$ cat src/rtl/ccu_pkg.sv
package ccu_pkg;
   localparam int NUM_FLAGS = 4;
   localparam int FLAG_C    = 0;
   localparam int FLAG_Z    = 1;
   localparam int FLAG_N    = 2;
   localparam int FLAG_V    = 3;

   typedef enum logic [2:0] {
      SEL_C    = 3'd0,
      SEL_Z    = 3'd1,
      SEL_N    = 3'd2,
      SEL_V    = 3'd3,
      SEL_TC   = 3'd4,
      SEL_DTC  = 3'd5,
      SEL_ONE  = 3'd6,
      SEL_ZERO = 3'd7
   } cond_sel_e;
endpackage

$ cat src/rtl/ccu_flag_bank.sv
module ccu_flag_bank
   import ccu_pkg::*;
#(
   parameter int N_FLAGS = NUM_FLAGS
)(
   input  logic               clk,
   input  logic               rst_n,
   input  logic               tc,
   input  logic               grp1,
   input  logic               c_from_tc,
   input  logic [N_FLAGS-1:0] flag_in,
   input  logic [N_FLAGS-1:0] flag_we,
   output logic [N_FLAGS-1:0] flags_q
);
   if (N_FLAGS <= FLAG_V) begin : g_bad_width
      $error("ccu_flag_bank: N_FLAGS must cover all four flags");
   end

   for (genvar i = 0; i < N_FLAGS; i++) begin : g_flag
      logic bit_q;
      if (i == FLAG_C) begin : g_carry
         always_ff @(posedge clk) begin
            if (!rst_n)                 bit_q <= 1'b0;
            else if (grp1 && c_from_tc) bit_q <= tc;
            else if (flag_we[i])        bit_q <= flag_in[i];
         end
      end else begin : g_plain
         always_ff @(posedge clk) begin
            if (!rst_n)          bit_q <= 1'b0;
            else if (flag_we[i]) bit_q <= flag_in[i];
         end

         flag_hold_chk: assert property (@(posedge clk) disable iff (!rst_n)
            !flag_we[i] |=> $stable(flags_q[i]));
      end
      assign flags_q[i] = bit_q;
   end


   c_from_tc_chk: assert property (@(posedge clk) disable iff (!rst_n)
      (grp1 && c_from_tc) |=> (flags_q[FLAG_C] == $past(tc)));


   c_ignore_chk: assert property (@(posedge clk) disable iff (!rst_n)
      (!grp1 && !flag_we[FLAG_C]) |=> $stable(flags_q[FLAG_C]));
endmodule

$ cat src/rtl/ccu_dtc_reg.sv
module ccu_dtc_reg (
   input  logic clk,
   input  logic rst_n,
   input  logic tc,
   input  logic grp1,
   output logic dtc_q
);
   always_ff @(posedge clk) begin
      if (!rst_n)    dtc_q <= 1'b0;
      else if (grp1) dtc_q <= tc;
   end


   dtc_capture_chk: assert property (@(posedge clk) disable iff (!rst_n)
      grp1 |=> (dtc_q == $past(tc)));


   dtc_hold_chk: assert property (@(posedge clk) disable iff (!rst_n)
      !grp1 |=> $stable(dtc_q));
endmodule

$ cat src/rtl/ccu_cond_mux.sv
module ccu_cond_mux #(
   parameter int SEL_W  = 3,
   parameter bit AND_OR = 1'b1,
   localparam int N_IN  = 1 << SEL_W
)(
   input  logic [N_IN-1:0]  cond_vec,
   input  logic [SEL_W-1:0] sel,
   output logic             cond
);
   if (SEL_W < 3 || SEL_W > 6) begin : g_bad_sel
      $error("ccu_cond_mux: SEL_W must lie in 3..6");
   end

   if (AND_OR) begin : g_and_or
      always_comb begin
         cond = 1'b0;
         for (int i = 0; i < N_IN; i++) begin
            cond = cond | ((sel == i[SEL_W-1:0]) & cond_vec[i]);
         end
      end
   end else begin : g_index
      assign cond = cond_vec[sel];
   end
endmodule

$ cat src/rtl/carry_cond_unit.sv
module carry_cond_unit
   import ccu_pkg::*;
#(
   parameter int SEL_W      = 3,
   parameter bit MUX_AND_OR = 1'b1,
   localparam int N_IN      = 1 << SEL_W
)(
   input  logic                 clk,
   input  logic                 rst_n,
   input  logic                 tc_in,
   input  logic                 grp1,
   input  logic                 c_from_tc,
   input  logic [NUM_FLAGS-1:0] flag_in,
   input  logic [NUM_FLAGS-1:0] flag_we,
   input  logic [SEL_W-1:0]     cond_sel,
   output logic                 cond_out,
   output logic [NUM_FLAGS-1:0] flags_q,
   output logic                 dtc_q
);
   logic [N_IN-1:0] cond_vec;

   ccu_flag_bank #(.N_FLAGS(NUM_FLAGS)) u_flags (
      .clk       (clk),
      .rst_n     (rst_n),
      .tc        (tc_in),
      .grp1      (grp1),
      .c_from_tc (c_from_tc),
      .flag_in   (flag_in),
      .flag_we   (flag_we),
      .flags_q   (flags_q)
   );

   ccu_dtc_reg u_dtc (
      .clk   (clk),
      .rst_n (rst_n),
      .tc    (tc_in),
      .grp1  (grp1),
      .dtc_q (dtc_q)
   );

   always_comb begin
      cond_vec                 = '0;
      cond_vec[int'(SEL_C)]    = flags_q[FLAG_C];
      cond_vec[int'(SEL_Z)]    = flags_q[FLAG_Z];
      cond_vec[int'(SEL_N)]    = flags_q[FLAG_N];
      cond_vec[int'(SEL_V)]    = flags_q[FLAG_V];
      cond_vec[int'(SEL_TC)]   = tc_in;
      cond_vec[int'(SEL_DTC)]  = dtc_q;
      cond_vec[int'(SEL_ONE)]  = 1'b1;
      cond_vec[int'(SEL_ZERO)] = 1'b0;
   end

   ccu_cond_mux #(.SEL_W(SEL_W), .AND_OR(MUX_AND_OR)) u_mux (
      .cond_vec (cond_vec),
      .sel      (cond_sel),
      .cond     (cond_out)
   );


   reset_clear_chk: assert property (@(posedge clk)
      !rst_n |=> (flags_q == '0 && dtc_q == 1'b0));


   live_tc_chk: assert property (@(posedge clk) disable iff (!rst_n)
      (cond_sel == SEL_W'(SEL_TC)) |-> (cond_out == tc_in));


   const_one_chk: assert property (@(posedge clk) disable iff (!rst_n)
      (cond_sel == SEL_W'(SEL_ONE)) |-> cond_out);


   const_zero_chk: assert property (@(posedge clk) disable iff (!rst_n)
      (cond_sel == SEL_W'(SEL_ZERO)) |-> !cond_out);


   carry_sel_chk: assert property (@(posedge clk) disable iff (!rst_n)
      (cond_sel == SEL_W'(SEL_C)) |-> (cond_out == flags_q[FLAG_C]));
endmodule

$ cat config.mk
export PLATFORM = sky130hd
export DESIGN_NAME = carry_cond_unit
export DESIGN_NICKNAME = d
export VERILOG_FILES = /design/src/rtl/ccu_pkg.sv /design/src/rtl/ccu_flag_bank.sv /design/src/rtl/ccu_dtc_reg.sv /design/src/rtl/ccu_cond_mux.sv /design/src/rtl/carry_cond_unit.sv
export SDC_FILE = /design/constraint.sdc
export NUM_CORES = 1
export LEC_CHECK = 0
export BUFFER_PORTS_ARGS = -buffer_cell sky130_fd_sc_hd__buf_2
export CAP_MARGIN = 20
export CORE_AREA = 2 2 39 41
export CTS_CLUSTER_SIZE = 8
export DETAILED_ROUTE_END_ITERATION = 8
export DIE_AREA = 0 0 41 43
export PLACE_DENSITY_LB_ADDON = 0.2
export RECOVER_POWER = 50
export SLEW_MARGIN = 30
export SYNTH_ARGS = -nofsm -noshare
export SYNTH_HDL_FRONTEND = slang
export SYNTH_SLANG_ARGS = --single-unit
$ cat constraint.sdc
create_clock -name clk -period 2.3 [get_ports clk]
set_clock_uncertainty 0.1 [all_clocks]
set_input_delay 0.115 -clock clk [delete_from_list [all_inputs] [get_ports clk]]
set_output_delay 0.115 -clock clk [all_outputs]
set_load 0.05 [all_outputs]
---- Word-level counts from Yosys, hierarchy flattened ----
Cells that the tools add are included.
storage, ports and cells
  bits in registers ....................... 5
  latch bits .............................. 0
  bits in writable memories ............... 0
  memory bits (read-only) ................. 0
  bits of input ports ..................... 16
  word-level logic and storage cells ...... 28
  memories kept ........................... 0
cells by class
  add/subtract/negate cells ............... 0
  multiply operators ...................... 0
  div/mod/pow operators ................... 0
  $lt $le $gt $ge ......................... 0
  eq/ne operators ......................... 6
  shift-type cells ........................ 0
  mux-type cells .......................... 2
  bitwise gates (word level) .............. 12
  reduce and logical (&&, ||, !) cells .... 3
operators by type and width
  kind                count
  $eq 3x3->1 const B  3
  $and 1x1->1         6
  $eq 3x2->1 const B  2
  $or 1x1->1          6
  $eq 3x1->1 const B  1
  $logic_not 3->1     1
  $mux 1              2
  $reduce_bool 2->1   1
  $logic_and 1x1->1   1

---- Depth between registers and ports, before layout ----
  depth in word-level cells ............... 8
  depth in mapped cells ................... 3

---- Cells and area by module ----
A second synthesis with hierarchy kept.
unflattened totals
  cell total of the unflattened synthesis .. 27
  area total of the unflattened synthesis .. 297.8 sq um
by module, submodules not included
  module           instances  cells each  area an instance (sq um)
  ccu_flag_bank    1          19          190.2
  ccu_cond_mux     1          3           63.8
  ccu_dtc_reg      1          3           36.3
  carry_cond_unit  1          2           7.5

---- Least setup slack after synthesis ----
Ideal clock, no wire load.
  kind .................................... reg-to-output
  start point ............................. reg u_dtc.dtc_q
  end point ............................... out cond_out
  arrival time ............................ 1.272 ns
  data required time ...................... 2.085 ns
  setup slack ............................. 0.813 ns
  cell stages (with the launch flop) ...... 4
  buffers on the path ..................... 0
  cell sequence ........................... dfxtp_1 nand3b_1 o21ai_1 a22o_1
between the ends
  longest elaborated chain between the ends .. 3
RTL lines
  element                  RTL line               text
  start, declared          ccu_dtc_reg.sv:6       output logic dtc_q
  start signal, assigned   ccu_dtc_reg.sv:10      else if (grp1) dtc_q <= tc;
  $and 1x1->1              ccu_cond_mux.sv:18     cond = cond | ((sel == i[SEL_W-1:0]) & cond_vec[i]);
  $or 1x1->1 (2 in a row)  ccu_cond_mux.sv:18
  end, declared            carry_cond_unit.sv:16  output logic cond_out,
No other way between the ends.

---- Worst setup path in the final report ----
  start point ............................. reg u_flags.g_flag[0].bit_q
  end point ............................... out cond_out
between the ends
  longest elaborated chain between the ends .. 7
RTL lines
  element                  RTL line             text
  start, declared          ccu_flag_bank.sv:20  logic bit_q;
  start signal, assigned   ccu_flag_bank.sv:24  else if (grp1 && c_from_tc) bit_q <= tc;
  start signal, assigned   ccu_flag_bank.sv:25  else if (flag_we[i]) bit_q <= flag_in[i];
  $and 1x1->1              ccu_cond_mux.sv:18
  $or 1x1->1 (6 in a row)  ccu_cond_mux.sv:18
No other way between the ends.

==> flow_summary.ini <==
[floorplanning]
die-area_sq_um = 1760
die_h_um = 43
core_sq_um = 1380
ios = 22
start_util = 0.203
num_rows = 14
dieWidth_um = 41

[place]
hpwl_um = 470
routabilityCongestion = 0.560
port_buffers = 21
pre_cts_slack_ns = 1.04

[power]
power_frac_seq = 0.364
clkPwrFrac = 0.382
internal_power_uw = 184
power_leakage_nw = 0.221
swShare = 0.303
switching_power_uw = 80.1
ir_drop_uv = 263
p_comb_frac = 0.254
p_per_area_nw_per_um2 = 658

[clock_network]
cts_max_level = 1
root_buffer = clkbuf_4
post_cts_buffers = 0
insertion_delay_ns = 0.24
cts_tree = yes
cts_buffer_depth = 2
clk_pin_slew_ns = 0.04
clkSinkCount = 5
ctsResizeCount = 0
cts.hold.buffers_added = 0
numCtsBuffers = 3

[synth]
synth_ff_type = dfxtp_1
synthTopCellsByArea = dfxtp_1 (36%), mux2i_1 (21%), nor2b_1 (11%), buf_4 (11%), o211a_1 (3.6%)
synth_common_cells = mux2i_1 (6), dfxtp_1 (5), nor2b_1 (5)
synth-seq-cells = 5
synth_edf_count = 0
seq_area_frac_synth = 0.357
netlist_area_sq_um = 280
yosysUniqueCellTypes = 12
yosys_warnings = 0
synth_nets = 45
yosysMostFrequentCell = mux2i_1
synth_top_area_share = 0.357
synth_top_cell_by_area = dfxtp_1
syn_inst = 29
avgSynthCellArea_sq_um = 9.66
async_reset_ff_frac = 0

[routing]
drt_wl_total_um = 583
detail_route.iter0.violations = 1
drc = 0
ant_nets = 0
wl_per_cell_um = 8.83
drt-pass1-iter-count = 2
vias_per_cell = 4.06
via_count = 268

[timing]
fin_tns_setup_ns = 0
finalCriticalPeriod_ns = 1.51
hold_viol = 0
fmax_mhz = 663
holdWs_ns = 0.0340
setup_viol_count_final = 0
finalMaxSlewViolations = 0
worst_slew_margin_rel = 0.835
finalCritPeriodShare = 0.655
rsz0062_at_grt = no
setup_ws_ns = 0.793
worst_pin_slew_ns = 0.250

[setup_path]
reg2reg_depth = 3
path_class = reg -> out
cp.required_ns = 2.09
critPathMaxFanout = 3
worst_ep_arrival_time_ns = 1.29
worstSetupEndpointType = output port
cp-start-kind = flip-flop

[worst_hold_path]
hold_path_class = in -> reg
hold_depth = 3

[global_route]
grt_first_pass_wirelength_um = 841
antenna_found_initial = 0
grt_max_degree = 6
first_global_vias = 229
grtUsageTotal = 0.0792
overflow = 0

[status]
status = finished clean

[final_layout]
syn_to_final_growth_pct = 43.3
layout-drive-gt1-share = 0.480
antenna_cells = 0
layout.nets = 67

[flow_run]
drv_cap = 0
[worst max-delay path, cell delays in order, from the launching register on]
cell and delay, ns:
dfxtp_1 0.30, nor2b_1 0.12, a211o_1 0.26, a22o_1 0.17, buf_2 0.20
[metal layers]
metal,vias up,part of all wire,track usage
li1,141,-,-
met1,115,0.45,0.0897
met2,12,0.44,0.0938
met3,0,0.11,0.0471
met4,0,0,0.0800
met5,-,0,0
[power groups by stage]
stage / registers, mW / clock network [mW] / logic [mW]
final: 0.0963 / 0.101 / 0.0671
after global routing: 0.0968 / 0.114 / 0.0722
after CTS: 0.0964 / 0.106 / 0.0679
after global placement: 0.0979 / 0 / 0.0675
after floorplan: 0.101 / 0 / 0.0458
after detailed placement: 0.0980 / 0 / 0.0676
[cell usage in the layout (no fill, tap or decap), drive strengths merged]
| cell | n |
|---|---|
| a211o | 1 |
| a22o | 1 |
| o211a | 1 |
| nor3b | 1 |
| nor2 | 1 |
| buf | 21 |
| clkbuf | 4 |
| nand3b | 1 |
| nand2 | 2 |
| o21ai | 1 |
| dfxtp | 5 |
| nor2b | 5 |
| mux2i | 6 |
[logic make-up (layout without fill, tap and decap cells)]
family          after synthesis  count (layout)  synth area share
simple gates                 10              10             0.205
compound gates                4               4             0.116
buf+inv                       4              25             0.107
mux                           6               6             0.214
flops                         5               5             0.357
[per-stage QoR]
stage | area [sq um] | total power, mW | instances | util
finish | 402 | 0.264 | 66 | 0.290
global route | 402 | 0.283 | 66 | 0.290
CTS | 402 | 0.271 | 66 | 0.290
detailed placement | 375 | 0.166 | 62 | 0.271
global placement | 375 | 0.165 | 62 | 0.271
floorplan | 280 | 0.147 | 29 | -
[final timing paths]
kind	start	end	slack (ns)
max	u_flags.g_flag[0].bit_q	cond_out	0.79
min	flag_in[1]	u_flags.g_flag[1].bit_q	0.03
max reg2reg	u_flags.g_flag[0].bit_q	u_flags.g_flag[0].bit_q	1.48
min reg2reg	u_flags.g_flag[3].bit_q	u_flags.g_flag[3].bit_q	0.44
[registers in the layout, indices dropped and copies added (netlist names)]
name / cells
u_flags.g_flag.bit_q: 4
u_dtc.dtc_q: 1
[layout make-up]
type	instances	area [sq um]
fillers	166	982
repair buffers	21	105
well taps	16	20.0
flip-flops and latches	5	100
clock buffers	4	26.3
multi-input cells	20	150
No activity file was read; power rests on OpenSTA's default activity.
